### src/rtl/mw_pkg.sv
`timescale 1ns/1ps
package mw_pkg;
    localparam int ARRAY_BITS = 1024;
    localparam int WIDE_W     = 16;
    localparam int NARROW_W   = 8;
    localparam int CMD_W      = 4;
    localparam int WIDE_AW    = $clog2(ARRAY_BITS / WIDE_W);
    localparam int NARROW_AW  = $clog2(ARRAY_BITS / NARROW_W);
    localparam int CNT_W      = $clog2(WIDE_W + 1);

    typedef enum logic [2:0] {
        OP_WRITE = 3'd0,
        OP_EWEN  = 3'd1,
        OP_EWDS  = 3'd2,
        OP_ERAL  = 3'd3,
        OP_WRAL  = 3'd4,
        OP_READ  = 3'd5
    } op_e;

    typedef enum logic [2:0] {
        PH_IDLE, PH_CMD, PH_ADDR, PH_DATA, PH_DONE
    } phase_e;

    typedef struct packed {
        op_e                  op;
        logic [NARROW_AW-1:0] addr;
        logic [WIDE_W-1:0]    data;
    } req_t;

    function automatic op_e decode_cmd(input logic [CMD_W-1:0] c);
        if (c[2])      return OP_WRITE;
        else if (c[3]) return OP_READ;
        else begin
            case (c[1:0])
                2'b11:   return OP_EWEN;
                2'b00:   return OP_EWDS;
                2'b10:   return OP_ERAL;
                default: return OP_WRAL;
            endcase
        end
    endfunction

    function automatic logic carries_data(input op_e op);
        return (op == OP_WRITE) || (op == OP_WRAL);
    endfunction

    function automatic logic busy_guarded(input op_e op);
        return (op == OP_WRITE) || (op == OP_ERAL) || (op == OP_WRAL);
    endfunction
endpackage

### src/rtl/mw_frame_fsm.sv
`timescale 1ns/1ps
module mw_frame_fsm
    import mw_pkg::*;
(
    input  logic clk,
    input  logic rst,
    input  logic cs,
    input  logic di,
    input  logic org_wide,
    input  logic has_data,
    output logic shift_en,
    output logic last_cmd,
    output logic last_addr,
    output logic last_data
);
    localparam logic [CNT_W-1:0] CMD_LAST  = CNT_W'(CMD_W - 1);
    localparam logic [CNT_W-1:0] WAW_LAST  = CNT_W'(WIDE_AW - 1);
    localparam logic [CNT_W-1:0] NAW_LAST  = CNT_W'(NARROW_AW - 1);
    localparam logic [CNT_W-1:0] WDW_LAST  = CNT_W'(WIDE_W - 1);
    localparam logic [CNT_W-1:0] NDW_LAST  = CNT_W'(NARROW_W - 1);

    phase_e           phase_q;
    logic [CNT_W-1:0] cnt_q;
    logic [CNT_W-1:0] aw_last, dw_last;

    always_comb begin
        aw_last   = org_wide ? WAW_LAST : NAW_LAST;
        dw_last   = org_wide ? WDW_LAST : NDW_LAST;
        last_cmd  = cs && (phase_q == PH_CMD)  && (cnt_q == CMD_LAST);
        last_addr = cs && (phase_q == PH_ADDR) && (cnt_q == aw_last);
        last_data = cs && (phase_q == PH_DATA) && (cnt_q == dw_last);
        shift_en  = cs && ((phase_q == PH_CMD) || (phase_q == PH_ADDR) ||
                           (phase_q == PH_DATA));
    end

    always_ff @(posedge clk) begin
        if (rst || !cs) begin
            phase_q <= PH_IDLE;
            cnt_q   <= '0;
        end else begin
            case (phase_q)
                PH_IDLE: if (di) begin
                    phase_q <= PH_CMD;
                    cnt_q   <= '0;
                end
                PH_CMD: if (last_cmd) begin
                    phase_q <= PH_ADDR;
                    cnt_q   <= '0;
                end else cnt_q <= cnt_q + 1'b1;
                PH_ADDR: if (last_addr) begin
                    phase_q <= has_data ? PH_DATA : PH_DONE;
                    cnt_q   <= '0;
                end else cnt_q <= cnt_q + 1'b1;
                PH_DATA: if (last_data) begin
                    phase_q <= PH_DONE;
                    cnt_q   <= '0;
                end else cnt_q <= cnt_q + 1'b1;
                default: phase_q <= PH_DONE;
            endcase
        end
    end
endmodule

### src/rtl/mw_rx_shift.sv
`timescale 1ns/1ps
module mw_rx_shift
    import mw_pkg::*;
#(
    parameter int SH_W = WIDE_W - 1
) (
    input  logic            clk,
    input  logic            rst,
    input  logic            shift_en,
    input  logic            di,
    output logic [SH_W-1:0] sh
);
    always_ff @(posedge clk) begin
        if (rst)           sh <= '0;
        else if (shift_en) sh <= {sh[SH_W-2:0], di};
    end
endmodule

### src/rtl/mw_tx_ser.sv
`timescale 1ns/1ps
module mw_tx_ser
    import mw_pkg::*;
(
    input  logic              clk,
    input  logic              rst,
    input  logic              cs,
    input  logic              org_wide,
    input  logic              load,
    input  logic [WIDE_W-1:0] word,
    output logic              do_val,
    output logic              do_oe
);
    localparam logic [CNT_W-1:0] WIDE_N   = CNT_W'(WIDE_W);
    localparam logic [CNT_W-1:0] NARROW_N = CNT_W'(NARROW_W);

    logic              act_q, bit_q;
    logic [WIDE_W-1:0] sr_q;
    logic [CNT_W-1:0]  cnt_q;
    logic [CNT_W-1:0]  bits_n;
    logic [WIDE_W-1:0] aligned;

    always_comb begin
        bits_n  = org_wide ? WIDE_N : NARROW_N;
        aligned = org_wide ? word
                           : {word[NARROW_W-1:0], {(WIDE_W-NARROW_W){1'b0}}};
        do_oe   = act_q & cs;
        do_val  = do_oe & bit_q;
    end

    always_ff @(posedge clk) begin
        if (rst) begin
            act_q <= 1'b0;
            bit_q <= 1'b0;
            sr_q  <= '0;
            cnt_q <= '0;
        end else if (load) begin
            act_q <= 1'b1;
            bit_q <= 1'b0;
            sr_q  <= aligned;
            cnt_q <= '0;
        end else if (act_q) begin
            if (!cs || cnt_q == bits_n) begin
                act_q <= 1'b0;
            end else begin
                bit_q <= sr_q[WIDE_W-1];
                sr_q  <= sr_q << 1;
                cnt_q <= cnt_q + 1'b1;
            end
        end
    end
endmodule

### src/rtl/mw_cmd_if.sv
`timescale 1ns/1ps
module mw_cmd_if
    import mw_pkg::*;
(
    input  logic                 clk,
    input  logic                 rst,
    input  logic                 cs,
    input  logic                 di,
    input  logic                 org_wide,
    input  logic                 busy,
    input  logic [WIDE_W-1:0]    rd_data,
    output logic                 rd_en,
    output logic [NARROW_AW-1:0] rd_addr,
    output logic                 do_val,
    output logic                 do_oe,
    output logic                 req_valid,
    output logic [2:0]           req_op,
    output logic [NARROW_AW-1:0] req_addr,
    output logic [WIDE_W-1:0]    req_data
);
    localparam int SH_W = WIDE_W - 1;

    logic                 shift_en, last_cmd, last_addr, last_data;
    logic [SH_W-1:0]      sh;
    logic [CMD_W-1:0]     cmd_q;
    logic [NARROW_AW-1:0] addr_q, addr_now;
    logic [WIDE_W-1:0]    data_now;
    op_e                  op;
    req_t                 req_q;
    logic                 valid_q;

    mw_frame_fsm u_fsm (
        .clk(clk), .rst(rst), .cs(cs), .di(di), .org_wide(org_wide),
        .has_data(carries_data(op)), .shift_en(shift_en),
        .last_cmd(last_cmd), .last_addr(last_addr), .last_data(last_data)
    );

    mw_rx_shift #(.SH_W(SH_W)) u_rx (
        .clk(clk), .rst(rst), .shift_en(shift_en), .di(di), .sh(sh)
    );

    mw_tx_ser u_tx (
        .clk(clk), .rst(rst), .cs(cs), .org_wide(org_wide),
        .load(rd_en), .word(rd_data), .do_val(do_val), .do_oe(do_oe)
    );

    always_comb begin
        op       = decode_cmd(cmd_q);
        addr_now = org_wide ? NARROW_AW'({sh[WIDE_AW-2:0], di})
                            : {sh[NARROW_AW-2:0], di};
        data_now = org_wide ? {sh[WIDE_W-2:0], di}
                            : WIDE_W'({sh[NARROW_W-2:0], di});
        rd_en    = last_addr && (op == OP_READ);
        rd_addr  = addr_now;
    end

    always_ff @(posedge clk) begin
        if (rst) begin
            cmd_q   <= '0;
            addr_q  <= '0;
            valid_q <= 1'b0;
            req_q   <= '0;
        end else begin
            valid_q <= 1'b0;
            if (last_cmd)
                cmd_q <= {sh[CMD_W-2:0], di};
            if (last_addr) begin
                addr_q <= addr_now;
                if (op != OP_READ && !carries_data(op) &&
                    !(busy_guarded(op) && busy)) begin
                    valid_q <= 1'b1;
                    req_q   <= '{op: op, addr: addr_now, data: '0};
                end
            end
            if (last_data && !busy) begin
                valid_q <= 1'b1;
                req_q   <= '{op: op, addr: addr_q, data: data_now};
            end
        end
    end

    assign req_valid = valid_q;
    assign req_op    = req_q.op;
    assign req_addr  = req_q.addr;
    assign req_data  = req_q.data;
endmodule

### config.mk
export PLATFORM = sky130hd
export DESIGN_NAME = mw_cmd_if
export DESIGN_NICKNAME = d
export VERILOG_FILES = /design/src/rtl/mw_pkg.sv /design/src/rtl/mw_frame_fsm.sv /design/src/rtl/mw_rx_shift.sv /design/src/rtl/mw_tx_ser.sv /design/src/rtl/mw_cmd_if.sv
export SDC_FILE = /design/constraint.sdc
export NUM_CORES = 1
export LEC_CHECK = 0
export ABC_AREA = 0
export BUFFER_PORTS_ARGS = -buffer_cell sky130_fd_sc_hd__buf_2
export CORE_UTILIZATION = 44
export CTS_CLUSTER_DIAMETER = 40
export DETAILED_ROUTE_END_ITERATION = 12
export GPL_TIMING_DRIVEN = 0
export REMOVE_ABC_BUFFERS = 1
export SLEW_MARGIN = 20
export SYNTH_ARGS = -nofsm -noshare
export SYNTH_HDL_FRONTEND = slang
export SYNTH_SLANG_ARGS = --single-unit
export TNS_END_PERCENT = 100
### constraint.sdc
create_clock -name clk -period 3 [get_ports clk]
set_input_delay 0 -clock clk [delete_from_list [all_inputs] [get_ports clk]]
set_output_delay 0 -clock clk [all_outputs]
set_load 0.05 [all_outputs]
==> impl_metrics.csv <==
group,metric,value,unit
worst_setup_path,cp-start-kind,"register",
global_route,grt_usage,0.177,
run_status,status,"finished, final reports clean",
finish,layout.cells.non_filler,559,
worst_setup_path,reg2reg_slack,0.32,ns
power_and_ir_drop,p_sw,0.485,mW
drt,routedWlPerCell,13.3,um
worst_setup_path,r2r-start,"u_fsm.cnt_q[2]$_SDFFE_PP0P_",
floorplan,core,8180,um2
hold_path,worstHoldStart,"rd_data[11]",
placement,port-buffer-count,58,
power_and_ir_drop,combPwrFrac,0.041,
finish,layout-drive-gt1-share,0.209,
power_and_ir_drop,swShare,0.237,
finish,fill_cells,797,
cts,clock-root-buffer,"clkbuf_8",
cts,clkSinkCount,84,
logic_synthesis,synth_top_area_share,0.456,
logic_synthesis,ys_ff_latch,84,
logic_synthesis,synth_simple_gate_area_frac,0.188,
sta,finalMaxSlewViolations,0,
drt,first_iter_violations,145,
logic_synthesis,synth.avg_cell_area,9.20,um2
worst_setup_path,critPathKind,"reg2out",
drt,vias,2910,
hold_path,whs_endpoint,"u_tx.sr_q[11]$_SDFFE_PP0P_",
worst_setup_path,slowest_stage,"or4_1",
finish,antennaDiodeCount,0,
floorplan,die_h,93.6,um
worst_setup_path,path_buf_inv,2,
drt,drtAntennaViolNets,0,
logic_synthesis,synth-edff-count,0,
logic_synthesis,synthXorXnorAreaFrac,0.0119,
worst_setup_path,crit_chain,"or3b_4 > or4_1 > or3_4 > clkinv_2 > buf_2",
job,drv_cap,0,
worst_setup_path,cpPeakStageDelay,0.69,ns
sta,worst_pin_slew,0.734,ns
floorplan,row_count,33,
global_route,grt_pass1_wl,12100,um
placement,dp_hpwl,4800,um
floorplan,ios,59,
logic_synthesis,yosysMostFrequentCell,"dfxtp_1",
logic_synthesis,yosysWarningCount,0,
sta,setup_viol,0,
sta,fmax,355,MHz
sta,finClkSkew,0.00995,ns
drt,wl_met1,3790,um
cts,worstSkewPairLatency,0.36,ns
placement,gp_congestion,0.795,
logic_synthesis,ys_types,45,
power_and_ir_drop,powerDensity,475,nW/um2
global_route,first_global_vias,2656,
drt,drc,0,
cts,cts_setup_buffers,0,
sta,slew_headroom,0.511,
global_route,overflow,0,
sta,rsz0062_at_grt,"no",
power_and_ir_drop,max-vdd-ir-drop,0.239,mV
worst_setup_path,required,3.00,ns
finish,areaGrowthSynthToFinish,16.9,%
cts,cts_tree,"yes",
logic_synthesis,synthAdderAreaFrac,0.0102,
floorplan,die_x,93.6,um
power_and_ir_drop,p_leak,1.63,nW
cts,path_clk_slew,0.08,ns
logic_synthesis,postSynthCellCount,401,
cts,cts_max_path_buffers,2,
hold_path,whs_path_depth,3,
worst_setup_path,cp_max_fo,26,
finish,nNetsFinal,474,
logic_synthesis,async_reset_ff_frac,0,
logic_synthesis,synth-compound-area-share,0.167,
sta,finalCritPeriodShare,0.938,
drt,wl_met3,213,um
logic_synthesis,synth_common_cells,"dfxtp_1 (84), nor2_1 (53), mux2i_1 (37)",
logic_synthesis,ys.flop_type,"dfxtp_1",
sta,hold_viol,0,
logic_synthesis,ys_seq_area_frac,0.456,
worst_setup_path,cpLargestDelayFamily,"simple AND/OR/NAND/NOR gates",
logic_synthesis,synth_top_family_by_area,"simple AND/OR/NAND/NOR gates",
floorplan,die_area,8760,um2
drt,drt_wl_total,7420,um
worst_setup_path,r2r-end,"u_tx.sr_q[5]$_SDFFE_PP0P_",
worst_setup_path,crit_arrival,2.81,ns
cts,cts_inserted_buffers,9,
logic_synthesis,synth_top_cell_by_area,"dfxtp_1",
global_route,antenna_found_initial,0,
hold_path,hold_class,"in2reg",
power_and_ir_drop,p_seq_frac,0.546,
placement,dp_cells,533,
logic_synthesis,muxShareOfSynthArea,0.100,
finish,fin_util,0.528,
drt,via_per_inst,5.21,
drt,firstDrtPassIters,4,
floorplan,start_util,0.451,
drt,dr.max_layer_used,"met4",
power_and_ir_drop,clkPwrFrac,0.413,
placement,dpl-instance-area,3990,um2
worst_setup_path,endpoint_kind,"output pin",
sta,layout_min_cycle_time,2.81,ns
global_route,grt_max_degree,71,
worst_setup_path,rr_worst_depth,5,
logic_synthesis,synth_area,3690,um2
drt,wl_met2,3270,um
logic_synthesis,synth.area.top_cells,"dfxtp_1 (46%), mux2i_1 (10%), nor2_1 (5.4%)",
cts,htree_num_levels,3,
finish,design_area,4310,um2
power_and_ir_drop,p_int,1.56,mW
layout make-up:
cell class              count  area, um2  area share
inverters                  14       53.8      0.0125
clock inverters             6       72.6      0.0168
flip-flops and latches     84       1680       0.390
clock buffers              10        138      0.0319
well taps                 105        131      0.0305
multi-input cells         267       1800       0.418
repair buffers             73        433       0.100
registers in the layout (all words and copies together) (netlist names):
register       count
addr_q             7
cmd_q              4
req_addr           7
req_data          16
req_op             3
req_valid          1
u_fsm.cnt_q        5
u_fsm.phase_q      3
u_rx.sh           15
u_tx.act_q         1
u_tx.bit_q         1
u_tx.cnt_q         5
u_tx.sr_q         16
cell usage in the layout (no fill, tap or decap), types with 2 or more instances in the layout:
cell	n
nor3b_2	2
or3_1	2
nor2_1	53
a221oi_1	6
a211oi_1	17
nand2b_1	12
a211oi_2	4
buf_4	3
or4_1	3
a22oi_1	18
dlygate4sd3_1	10
mux2i_1	37
nand3_1	9
nor4_4	2
a21oi_1	23
nor2b_1	12
ha_1	3
dfxtp_1	84
and3_1	3
and2_1	3
inv_1	13
nand2_1	19
xor2_1	4
o2bb2ai_1	4
o21ai_0	7
nand3b_1	2
buf_2	59
nor3_1	4
o41ai_1	2
clkbuf_8	10
clkinvlp_4	3
worst reg2reg max path, stage by stage (launching register included):
cell       delay (ns)
dfxtp_1          0.41
or3b_4           0.43
or4_1            0.69
or3_4            0.55
nand2b_1         0.37
o2bb2ai_1        0.11
power groups by stage:
stage	Sequential [mW]	Clock, mW	Combinational, mW
4_1_cts	1.12	0.867	0.0844
5_1_grt	1.12	0.908	0.0927
3_5_place_dp	1.14	0	0.0744
3_3_place_gp	1.14	0	0.0727
6_report	1.12	0.845	0.0846
2_1_floorplan	1.14	0	0.0250
worst max-delay path by stage:
stage | from | to | slack (ns) | cells after the start
2_1_floorplan | u_fsm.phase_q[1]$_SDFFE_PP0P_ | req_op[1]$_SDFFE_PP0P_ | -1.28 | 5
3_3_place_gp | u_fsm.phase_q[1]$_SDFFE_PP0P_ | req_op[1]$_SDFFE_PP0P_ | -3.88 | 5
3_5_place_dp | u_fsm.cnt_q[2]$_SDFFE_PP0P_ | u_tx.sr_q[7]$_SDFFE_PP0P_ | -0.05 | 5
4_1_cts | u_fsm.phase_q[1]$_SDFFE_PP0P_ | req_addr[0]$_SDFFE_PP0P_ | 0.11 | 7
5_1_grt | u_fsm.cnt_q[2]$_SDFFE_PP0P_ | rd_en | 0.07 | 5
6_report | u_fsm.cnt_q[2]$_SDFFE_PP0P_ | rd_en | 0.19 | 5
metrics by stage:
step	setup WS, ns	setup TNS (ns)	power [mW]	hold slack (ns)
2_1_floorplan	-1.28	-27.31	1.17	0
3_3_place_gp	-3.88	-99.78	1.22	0.221
3_5_place_dp	-0.0501	-0.385	1.22	0.227
4_1_cts	0.111	0	2.07	0.00683
5_1_grt	0.0706	0	2.12	0.00656
6_report	0.186	0	2.05	0.0127
metal layers:
layer / vias up / global-route usage
met2: 34 / 0.285
met5: - / 0
li1: 1514 / -
met3: 12 / 0.0358
met1: 1350 / 0.226
met4: 0 / 0.0808
logic make-up (layout without fill, tap and decap cells):
group | count (synthesis) | after routing
AOI/OAI and AO/OA | 87 | 87
xor gates and xnor gates | 5 | 5
adders and majority gates | 3 | 3
buffers and inverters | 50 | 103
DFF | 84 | 84
muxes | 37 | 37
and+or+nand+nor | 135 | 135
timing repair:
action | CTS | global route
resized for setup | 2 | 1
endpoints found under the hold margin | 14 | 0
setup endpoints to repair | 13 | 3
hold buffers | 10 | 0
(Power assumes the default switching activity.)
